File: config.mk
export PLATFORM = sky130hd
export DESIGN_NAME = pwr_cal_seq
export DESIGN_NICKNAME = d
export VERILOG_FILES = /design/src/rtl/pwr_cal_pkg.sv /design/src/rtl/pcs_clk_monitor.sv /design/src/rtl/pcs_cal_timer.sv /design/src/rtl/pwr_cal_seq.sv
export SDC_FILE = /design/constraint.sdc
export NUM_CORES = 1
export LEC_CHECK = 0
export BUFFER_PORTS_ARGS = -buffer_cell sky130_fd_sc_hd__buf_2
export CELL_PAD_IN_SITES_DETAIL_PLACEMENT = 1
export CELL_PAD_IN_SITES_GLOBAL_PLACEMENT = 1
export CORE_ASPECT_RATIO = 1.1
export CORE_MARGIN = 4
export CORE_UTILIZATION = 42
export CTS_BUF_LIST = sky130_fd_sc_hd__clkbuf_8
export CTS_CLUSTER_SIZE = 24
export DETAILED_ROUTE_END_ITERATION = 10
export GPL_ROUTABILITY_DRIVEN = 0
export MAX_ROUTING_LAYER = met4
export PLACE_DENSITY_LB_ADDON = 0.25
export SYNTH_ARGS = -nofsm -noshare
export SYNTH_HDL_FRONTEND = slang
export SYNTH_SLANG_ARGS = --single-unit
File: constraint.sdc
create_clock -name clk -period 1.45 [get_ports clk]
set_input_delay 0.145 -clock clk [delete_from_list [all_inputs] [get_ports clk]]
set_output_delay 0.145 -clock clk [all_outputs]
set_load 0.005 [all_outputs]
File: src/rtl/pwr_cal_pkg.sv
package pwr_cal_pkg;

  typedef enum logic [1:0] {
    ST_PDN = 2'd0,
    ST_CAL = 2'd1,
    ST_RUN = 2'd2
  } seq_state_e;

  // Bits needed to hold values 0..n
  function automatic int unsigned cnt_w(input int unsigned n);
    return (n < 2) ? 1 : $clog2(n + 1);
  endfunction

  // Any condition that forces power-down
  function automatic logic any_fault(input logic lost, input logic sync_ok, input logic uv);
    return lost | ~sync_ok | uv;
  endfunction

endpackage

File: src/rtl/pcs_clk_monitor.sv
module pcs_clk_monitor #(
  parameter int unsigned LOSS_CYC = 8
) (
  input  logic clk,
  input  logic rst_n,
  input  logic mclk_active,
  output logic clk_lost
);
  localparam int unsigned W = pwr_cal_pkg::cnt_w(LOSS_CYC);

  logic [W-1:0] idle_q;

  // Count consecutive silent ticks, saturating at the loss limit
  always_ff @(posedge clk or negedge rst_n) begin
    if (!rst_n)                      idle_q <= '0;
    else if (mclk_active)            idle_q <= '0;
    else if (idle_q != W'(LOSS_CYC)) idle_q <= idle_q + 1'b1;
  end

  assign clk_lost = (idle_q == W'(LOSS_CYC));
endmodule

File: src/rtl/pcs_cal_timer.sv
module pcs_cal_timer #(
  parameter int unsigned CAL_CYC = 2400
) (
  input  logic clk,
  input  logic rst_n,
  input  logic start,
  input  logic active,
  output logic done
);
  localparam int unsigned W = pwr_cal_pkg::cnt_w(CAL_CYC);

  logic [W-1:0] cnt_q;

  always_ff @(posedge clk or negedge rst_n) begin
    if (!rst_n)      cnt_q <= '0;
    else if (start)  cnt_q <= '0;
    else if (active) cnt_q <= cnt_q + 1'b1;
  end

  // Last tick of the window
  assign done = active && (cnt_q == W'(CAL_CYC - 1));
endmodule

File: src/rtl/pwr_cal_seq.sv
module pwr_cal_seq #(
  parameter int unsigned CAL_CYC  = 2400,
  parameter int unsigned LOSS_CYC = 8
) (
  input  logic clk,
  input  logic rst_n,
  input  logic mclk_active,
  input  logic frame_sync_ok,
  input  logic supply_low,
  input  logic cal_wr,
  output logic pwr_down,
  output logic mute,
  output logic cal_busy,
  output logic cal_pending,
  output logic ctrl_rst,
  output logic run
);
  import pwr_cal_pkg::*;

  seq_state_e state_q, state_d;
  logic clk_lost;
  logic fault;
  logic cal_done;
  logic cal_start;
  logic pend_q;
  logic ctrl_rst_q;

  pcs_clk_monitor #(.LOSS_CYC(LOSS_CYC)) u_mon (
    .clk         (clk),
    .rst_n       (rst_n),
    .mclk_active (mclk_active),
    .clk_lost    (clk_lost)
  );

  pcs_cal_timer #(.CAL_CYC(CAL_CYC)) u_tmr (
    .clk    (clk),
    .rst_n  (rst_n),
    .start  (cal_start),
    .active (state_q == ST_CAL),
    .done   (cal_done)
  );

  assign fault = any_fault(clk_lost, frame_sync_ok, supply_low);

  always_comb begin
    state_d = state_q;
    unique case (state_q)
      ST_PDN: if (!fault) state_d = ST_CAL;
      ST_CAL: begin
        if (fault)         state_d = ST_PDN;
        else if (cal_done) state_d = ST_RUN;
      end
      ST_RUN: begin
        if (fault)       state_d = ST_PDN;
        else if (pend_q) state_d = ST_CAL;
      end
      default: state_d = ST_PDN;
    endcase
  end

  assign cal_start = (state_d == ST_CAL) && (state_q != ST_CAL);

  always_ff @(posedge clk or negedge rst_n) begin
    if (!rst_n) state_q <= ST_PDN;
    else        state_q <= state_d;
  end

  // Self-clearing command bit; writes during calibration are dropped
  always_ff @(posedge clk or negedge rst_n) begin
    if (!rst_n)                             pend_q <= 1'b0;
    else if (cal_start)                     pend_q <= 1'b0;
    else if (cal_wr && state_q != ST_CAL)   pend_q <= 1'b1;
  end

  // Defaults strobe: only the reset pin raises it
  always_ff @(posedge clk or negedge rst_n) begin
    if (!rst_n) ctrl_rst_q <= 1'b1;
    else        ctrl_rst_q <= 1'b0;
  end

  assign pwr_down    = (state_q == ST_PDN);
  assign cal_busy    = (state_q == ST_CAL);
  assign run         = (state_q == ST_RUN);
  assign mute        = supply_low | (state_q != ST_RUN);
  assign cal_pending = pend_q;
  assign ctrl_rst    = ctrl_rst_q;
endmodule

==> summary.md <==
| Metric | Value |
|---|---|
| Peak supply drop | `645 µV` |
| DR iter-0 viols | `11` |
| Final hold violations | `0` |
| N_diodes | `0` |
| Post-synth net total | `113` |
| Avg WL per Cell | `16.8 µm` |
| Fill cells | `265` |
| Hpwl dp | `1780 µm` |
| FP Rows | `18` |
| Mapped Cells | `roughly 100` |
| Vias per cell | `5.54` |
| Routed wl met3 | `86 µm` |
| CORE AREA | `2320 µm²` |
| GRT Overall Usage | `18.5%` |
| Wire length of the first global-routing pass | `4650 µm` |
| Yosys top cell area share | `a little under half` |
| CTS tree | `built` |
| I/O pin count | `12` |
| WL met2 | `1470 µm` |
| Fin cells | `between 150 and 200` |
| Layout cells sized above 1 | `38.0%` |
| FMAX | `707 MHz` |
| Post-route worst setup slack | `about 0.035 ns` |
| Mean Syn Cell Area | `10.1 µm²` |
| Seq cells post-synth | `20` |
| Most common cell in the netlist | `dfrtp_1` |
| Synth cell types | `38` |
| Seq/Total Area, Yosys | `47.8%` |
| Number of remaining DRC errors | `0` |
| Main synth FF type | `dfrtp_1` |
| Crit share post-route | `97.6%` |
| Initial antenna violation count | `0` |
| PortBufs | `11` |
| DRT antenna net count | `0` |
| Skew-Pair Late Insertion Delay | `0.26 ns` |
| Nets | `147` |
| P_leak | `0.636 nW` |
| H-tree Lvls | `1` |
| Fin. max-slew vios | `0` |
| Tmin final | `1.42 ns` |
| CP required | `1.59 ns` |
| Width of the die | `55.7 µm` |
| Max Used Layer | `met4` |
| Critical path startpoint category | `flip-flop` |
| Arrival @ worst endpoint | `approximately 1.6 ns` |
| Max clock buf depth | `2` |
| Finish-stage setup viols | `0` |
| Ys Warns | `0` |
| Clk slew on worst S/H paths | `around 0.08 ns` |
| Routed WL | `2810 µm` |
| GR Overflow Total | `0` |
| Synth cell count leaders | `dfrtp_1, nand2_1, nand3_1, nor2_1, o21ai_1` |
| Initial Util | `45.3%` |
| Die area | `3360 µm²` |
| Tightest Hold Check Type | `in2reg` |
| Dpl ws | `-0.00925 ns` |
| TritonRoute pass-1 iters | `4` |
| Crit path capture type | `flip-flop` |
| Unrepaired setup endpoints after global routing | `yes` |
| Metal-1 WL | `between 1000 and 1500 µm` |
| Crit path kind | `reg2reg` |
| Post-synthesis async set-or-reset flop share | `100%` |
| # clock sinks | `20` |
| Vias in the first global route | `a little under 1000` |
| Die H | `60.4 µm` |
| Via count | `925` |
| Synth-to-layout area growth | `32.7%` |
| Top cells by area, synth | `dfrtp_1, nand3_1, ha_1` |
| Multi-input gate area in the final layout | `542 µm²` |
| Root Buffer Master | `clkbuf_8` |
| Setup Skew | `0.00216 ns` |
| CTS Buf Count | `3` |
| Mapped Area | `1050 µm²` |
| Crit-path max FO | `4` |
| Post-synth EDFFs | `0` |
| Register area | `503 µm²` |
| Pwr Density | `973 nW/µm²` |
| Status | `completed` |
| Synth area leader | `dfrtp_1` |
| Largest net degree at the start of global routing | `21` |
| Dpl cells | `154` |
| Max Cap Viol | `0` |
## through the flow
| step | cell area, µm² | total power [mW] | util (%) | setup TNS, ns | hold WS (ns) |
|---|---|---|---|---|---|
| global placement | 1210 | 0.760 | 52.0 | 0 | 0.114 |
| floorplan | 1050 | 0.702 | - | 0 | -0.151 |
| CTS | 1350 | 1.35 | 58.3 | 0 | 0.0793 |
| finish | 1390 | 1.35 | 60.0 | 0 | 0.0826 |
| detailed placement | 1210 | 0.771 | 52.0 | -0.00935 | 0.112 |
| global route | 1390 | 1.41 | 60.0 | -0.263 | 0.0990 |
## sequential cells by signal, indices dropped and copies added (netlist names)
name / count
u_mon.idle_q: 4
cal_pending: 1
state_q: 2
ctrl_rst: 1
u_tmr.cnt_q: 12
## power breakdown
part	switching [mW]	internal (mW)
Sequential	0.0269	0.591
Combinational	0.0946	0.0875
Clock	0.187	0.368
Total	0.308	1.05
## cell families after synthesis
group / count (synthesis) / share of synthesized area (%)
fa+ha+maj: 3 / 3.58
other cells: 1 / 0.357
xor+xnor: 3 / 2.50
simple gates: 48 / 26.9
buf+inv: 7 / 4.41
flops: 20 / 47.8
compound gates: 22 / 14.4
## what timing repair did
action / 4_1_cts / 5_1_grt
setup endpoints to repair: 5 / 16
endpoints found under the hold margin: 19 / 0
hold buffers: 1 / 0
pin swaps: 2 / 9
resized for setup: 3 / 10
buffers inserted: 7 / 2
## path summary, 6_finish.rpt
check	endpoint	depth (start not counted)	from	slack (ns)
setup / recovery	u_tmr.cnt_q[0]	6	u_mon.idle_q[1]	0.03
hold / removal	u_mon.idle_q[1]	2	mclk_active	0.08
setup reg to reg	u_tmr.cnt_q[0]	6	u_mon.idle_q[1]	0.03
hold reg to reg	u_tmr.cnt_q[11]	1	u_tmr.cnt_q[11]	0.51
max in group asynchronous	ctrl_rst	2	rst_n	0.75
min in group asynchronous	u_mon.idle_q[3]	2	rst_n	0.36
## critical path, stage by stage, from the launching register on
cell      delay (ns)
dfrtp_1         0.36
inv_2           0.05
ha_2            0.17
nand3b_1        0.14
nand4_1         0.22
o211ai_1        0.25
o21ai_1         0.10
## cell type report
| cell class | count | area share (%) |
|---|---|---|
| tap | 30 | 2.70 |
| sequential | 20 | 36.1 |
| timing repair buffer | 30 | 14.6 |
| multi-input combinational | 77 | 38.9 |
| inverter | 6 | 2.52 |
| clock buffer | 3 | 2.96 |
| clock inverter | 1 | 2.16 |
## cell usage in the layout, fill, tap and decap left out, types with 2 or more instances in the layout
cell type / count
o21ai_0: 4
inv_1: 3
nor2_1: 7
clkbuf_8: 3
nand2_1: 10
buf_4: 17
xor2_1: 2
a21oi_1: 2
dfrtp_1: 18
nor2b_1: 3
o211ai_1: 3
buf_2: 11
inv_2: 2
and3_1: 3
nand3_1: 7
ha_1: 2
o21ai_1: 4
nor2_4: 2
nand4_1: 2
o31ai_1: 2
## routing by layer
metal / global-route usage [%] / vias up
met5: - / -
met4: 6.25 / 0
met3: 2.98 / 4
met2: 34.0 / 14
met1: 20.8 / 470
li1: - / 437
(Power assumes the default switching activity.)
